**src/rtl/digit_seg_pkg.sv**
```systemverilog
package digit_seg_pkg;

   // Seven segment bits, A in bit 6 down to G in bit 0
   typedef logic [6:0] seg7_t;

   localparam seg7_t SEG_BLANK = 7'b000_0000;

   // Digits 0..9, shared by both fonts
   function automatic seg7_t numeral_glyph(input logic [3:0] nib);
      seg7_t g;
      case (nib)
         4'd0:    g = 7'b111_1110;
         4'd1:    g = 7'b011_0000;
         4'd2:    g = 7'b110_1101;
         4'd3:    g = 7'b111_1001;
         4'd4:    g = 7'b011_0011;
         4'd5:    g = 7'b101_1011;
         4'd6:    g = 7'b101_1111;
         4'd7:    g = 7'b111_0000;
         4'd8:    g = 7'b111_1111;
         4'd9:    g = 7'b111_1011;
         default: g = SEG_BLANK;
      endcase
      return g;
   endfunction

   // Numeric font: 0-9, then dash, E, H, L, P, blank
   function automatic seg7_t numeric_font(input logic [3:0] nib);
      seg7_t g;
      case (nib)
         4'hA:    g = 7'b000_0001;
         4'hB:    g = 7'b100_1111;
         4'hC:    g = 7'b011_0111;
         4'hD:    g = 7'b000_1110;
         4'hE:    g = 7'b110_0111;
         4'hF:    g = SEG_BLANK;
         default: g = numeral_glyph(nib);
      endcase
      return g;
   endfunction

   // Hexadecimal font: 0-9, A b C d E F
   function automatic seg7_t hex_glyph(input logic [3:0] nib);
      seg7_t g;
      case (nib)
         4'hA:    g = 7'b111_0111;
         4'hB:    g = 7'b001_1111;
         4'hC:    g = 7'b100_1110;
         4'hD:    g = 7'b011_1101;
         4'hE:    g = 7'b100_1111;
         4'hF:    g = 7'b100_0111;
         default: g = numeral_glyph(nib);
      endcase
      return g;
   endfunction

endpackage

```
**src/rtl/dsd_mask_pick.sv**
```systemverilog
module dsd_mask_pick #(
   parameter int NUM_DIGITS = 8,
   parameter int IDX_W      = 3
) (
   input  logic [NUM_DIGITS-1:0] mask,
   input  logic [IDX_W-1:0]      idx,
   output logic                  decode_en
);
   logic [NUM_DIGITS-1:0] hit;

   generate
      for (genvar d = 0; d < NUM_DIGITS; d++) begin : g_lane
         assign hit[d] = mask[d] && (idx == IDX_W'(d));
      end
   endgenerate

   // An index past the last digit hits nothing and so bypasses
   assign decode_en = |hit;
endmodule

```
**src/rtl/dsd_font.sv**
```systemverilog
module dsd_font #(
   parameter bit HEX_SET = 1'b0
) (
   input  logic [3:0]               nib,
   output digit_seg_pkg::seg7_t     glyph
);
   import digit_seg_pkg::*;

   generate
      if (HEX_SET) begin : g_hex
         always_comb glyph = hex_glyph(nib);
      end else begin : g_num
         always_comb glyph = numeric_font(nib);
      end
   endgenerate
endmodule

```
**src/rtl/digit_seg_decoder.sv**
```systemverilog
module digit_seg_decoder #(
   parameter int NUM_DIGITS = 8,
   parameter int DATA_W     = 8
) (
   input  logic                                             clk,
   input  logic                                             rst_n,
   input  logic [DATA_W-1:0]                                digit_byte,
   input  logic [((NUM_DIGITS > 1) ? $clog2(NUM_DIGITS) : 1)-1:0] digit_idx,
   input  logic [NUM_DIGITS-1:0]                            decode_mask,
   input  logic                                             hex_font,
   output logic [DATA_W-1:0]                                seg_o
);
   import digit_seg_pkg::*;

   localparam int IDX_W  = (NUM_DIGITS > 1) ? $clog2(NUM_DIGITS) : 1;
   localparam int DP_BIT = DATA_W - 1;

   generate
      if (DATA_W != 8) begin : g_bad_width
         $error("digit_seg_decoder: DATA_W must be 8 (seven segments plus point)");
      end
      if (NUM_DIGITS < 1 || NUM_DIGITS > 16) begin : g_bad_digits
         $error("digit_seg_decoder: NUM_DIGITS must lie in 1..16");
      end
   endgenerate

   logic  decode_en;
   seg7_t glyph_num;
   seg7_t glyph_hex;
   seg7_t glyph;
   logic [DATA_W-1:0] seg_next;

   dsd_mask_pick #(
      .NUM_DIGITS(NUM_DIGITS),
      .IDX_W     (IDX_W)
   ) u_pick (
      .mask     (decode_mask),
      .idx      (digit_idx),
      .decode_en(decode_en)
   );

   dsd_font #(.HEX_SET(1'b0)) u_font_num (
      .nib  (digit_byte[3:0]),
      .glyph(glyph_num)
   );

   dsd_font #(.HEX_SET(1'b1)) u_font_hex (
      .nib  (digit_byte[3:0]),
      .glyph(glyph_hex)
   );

   always_comb begin
      glyph    = hex_font ? glyph_hex : glyph_num;
      seg_next = decode_en ? {digit_byte[DP_BIT], glyph} : digit_byte;
   end

   always_ff @(posedge clk or negedge rst_n) begin
      if (!rst_n) seg_o <= '0;
      else        seg_o <= seg_next;
   end
endmodule

```
**config.mk**
```make
export PLATFORM = sky130hd
export DESIGN_NAME = digit_seg_decoder
export DESIGN_NICKNAME = d
export VERILOG_FILES = /design/src/rtl/digit_seg_pkg.sv /design/src/rtl/dsd_mask_pick.sv /design/src/rtl/dsd_font.sv /design/src/rtl/digit_seg_decoder.sv
export SDC_FILE = /design/constraint.sdc
export NUM_CORES = 1
export LEC_CHECK = 0
export ABC_CLOCK_PERIOD_IN_PS = 1000
export BUFFER_PORTS_ARGS = -buffer_cell sky130_fd_sc_hd__buf_4
export CAP_MARGIN = 20
export CELL_PAD_IN_SITES_DETAIL_PLACEMENT = 1
export CELL_PAD_IN_SITES_GLOBAL_PLACEMENT = 1
export CORE_MARGIN = 1.5
export CORE_UTILIZATION = 30
export CTS_CLUSTER_SIZE = 10
export DETAILED_ROUTE_END_ITERATION = 10
export GPL_TIMING_DRIVEN = 1
export HOLD_SLACK_MARGIN = 0.02
export PLACE_DENSITY_LB_ADDON = 0.1
export SYNTH_ARGS = -nofsm -noshare
export SYNTH_HDL_FRONTEND = slang
export SYNTH_SLANG_ARGS = --single-unit
```
**constraint.sdc**
```tcl
create_clock -name clk -period 1 [get_ports clk]
set_clock_uncertainty 0.05 [all_clocks]
set_input_delay 0.1 -clock clk [delete_from_list [all_inputs] [get_ports clk]]
set_output_delay 0.1 -clock clk [all_outputs]
set_load 0.05 [all_outputs]
```
==> impl_metrics.py <==
metrics = {
    "status": {
        "status": "finished with violations",
        "violations": "negative setup slack",
    },
    "final_layout": {
        "seqCellArea_um2": 200,
        "fin_cells": 180,
        "largest_reg_flops": 8,
        "area_delta_synth_final_pct": 84.8,
        "reg_top3": "seg_o (8)",
        "post-route-util": 0.600,
        "antenna_cells": 0,
        "regMostFlops": "seg_o",
        "final_layout_size_suffix_gt1_frac": 0.627,
        "nets": 182,
        "fillers": 292,
        "multi_input_area_um2": 724,
    },
    "route": {
        "drt_wl_total_um": 2980,
        "ant_nets": 0,
        "firstDrtPassIters": 4,
        "wl_per_cell_um": 16.6,
        "drt-initial-drc-count": 19,
        "via_count": 931,
        "viasPerCell": 5.17,
        "drc": 0,
    },
    "synth": {
        "synth_seq_cells": 8,
        "ys_types": 38,
        "synth_area_um2": 826,
        "yosys.area.top_type": "dfrtp_1",
        "synth_top_area_share": 0.242,
        "synth-seq-area-share": 0.242,
        "ys_top_cells_by_count": "9 x o21ai_0, 8 x dfrtp_1, 8 x ha_1, 7 x a21oi_1, 6 x inv_1",
        "ys_top_cells_by_area": "dfrtp_1 24%, ha_1 12%, mux4_1 6.4%, o21ai_0 5.5%, a21oi_1 4.2%",
        "yosysMostFrequentCell": "o21ai_0",
        "synth_cells": 91,
        "async_reset_ff_frac": 1.00,
        "ys_warn_count": 0,
        "synth-edff-count": 0,
        "synth_top_flop_cell": "dfrtp_1",
        "syn_nets": 121,
        "syn_area_per_cell_um2": 9.07,
    },
    "flow_run": {
        "drv_cap": 0,
    },
    "critical_path": {
        "endpoint_kind": "flop",
        "cp_max_fo": 7,
        "arrival_ns": 1.30,
        "critPathKind": "input port to flop",
        "startpoint_type": "input port",
        "required_ns": 1.09,
    },
    "power_and_ir_drop": {
        "p_leak_uw": 0.000688,
        "p_total_uw": 1500,
        "power_density_nw_per_um2": 979,
        "peakVddDrop_mv": 1.10,
    },
    "timing": {
        "setup_ws_ns": -0.213,
        "final_max_slew_viol_count": 0,
        "setup_violations": 7,
        "period_needed_ns": 1.21,
        "min_period_over_period": 1.21,
        "tightest_slew_ns": 0.306,
        "rsz0062_at_grt": "true",
        "slew-limit-headroom": 0.796,
        "max_freq_mhz": 825,
        "holdWs_ns": 0.0408,
        "tns_ns": -1.24,
        "finalHoldViolCount": 0,
    },
    "placed_design": {
        "dpl.hpwl_um": 2230,
        "io_buffers": 29,
        "gp_congestion": 0.722,
        "placed_cells": 168,
    },
    "global_routing": {
        "grt_max_degree": 15,
        "antenna_found_initial": 0,
        "grt_pass1_wl_um": 4780,
        "grt_pass1_vias": 1053,
        "grt.overflow.total": 0,
        "grtUsageTotal": 0.195,
    },
    "floorplanning": {
        "die_area_um2": 3080,
        "rows": 18,
        "fp.dieH_um": 55.5,
        "core_area_um2": 2540,
        "io_pins": 30,
        "start_util": 0.324,
        "die_w_um": 55.5,
    },
    "clock_tree": {
        "cts_buffer_depth": 2,
        "tritoncts": "yes",
        "clkTransAtPathRegs_ns": 0.05,
        "numCtsBuffers": 3,
        "htreeDepth": 1,
        "clock-sinks": 8,
        "clock_tree.root_cell": "clkbuf_4",
    },
    "min_path": {
        "hold_class": "input port to flop",
    },
}
metal layers:
metal	vias to the layer above	part of all wire	global-route usage
li1	460	-	-
met1	447	0.42	0.213
met2	20	0.54	0.369
met3	4	0.032	0.0515
met4	0	0.011	0.0418
met5	-	0	0
layout make-up:
type                    instances  share of cell area
well taps                      30              0.0246
flip-flops and latches          8               0.131
inverters                       6              0.0189
multi-input cells              71               0.475
repair buffers                 62               0.336
clock buffers                   3              0.0148
cell usage in the layout (no fill, tap or decap), drive strengths merged, types with 2 or more instances in the layout:
master	instances
a211oi	2
mux4	2
o21ai	9
o22ai	2
mux2	2
nor2	5
nand2	4
mux2i	3
a21oi	8
inv	5
or2	2
ha	8
dlygate4sd3	4
clkbuf	3
nor2b	3
nand2b	3
dfrtp	8
buf	58
worst max-delay path, stage by stage:
cell and delay (ns):
buf_8 0.09, clkinvlp_4 0.13, ha_4 0.21, and3b_1 0.17, a211oi_2 0.18, o221ai_2 0.13
mux2_4 0.28
final timing paths:
check | start | endpoint | slack [ns] | cells past startpoint
min | digit_byte[5] | seg_o[5] | 0.04 | 3
max in group asynchronous | rst_n | seg_o[3] | 0.62 | 2
max | digit_byte[0] | seg_o[0] | -0.21 | 7
min in group asynchronous | rst_n | seg_o[0] | 0.15 | 2
report_power, final:
part           internal, uW  switching [uW]
registers               370            13.4
clock network           137             111
logic                   394             469
through the flow:
step | area (um^2) | setup slack (ns)
after CTS | 1450 | -0.216
after detailed placement | 1290 | -0.713
final | 1530 | -0.213
after floorplan | 898 | -0.279
after global routing | 1530 | -0.270
after global placement | 1290 | -0.648
cell families after synthesis:
family / count (synthesis) / synth area share
AND/OR/NAND/NOR: 22 / 0.145
adder cells (fa/ha/maj): 8 / 0.121
buffers and inverters: 12 / 0.0651
AO/OA/AOI/OAI: 34 / 0.283
flip-flops: 8 / 0.242
multiplexers: 7 / 0.142
what timing repair did:
item / 4_1_cts / 5_1_grt
pin swaps: 3 / 7
gates resized for setup: 16 / 17
setup buffers: 4 / 1
hold buffers: 4 / 0
endpoints found under the hold margin: 11 / 0
setup endpoints to repair: 7 / 7
Power figures use the tool's default switching activity.
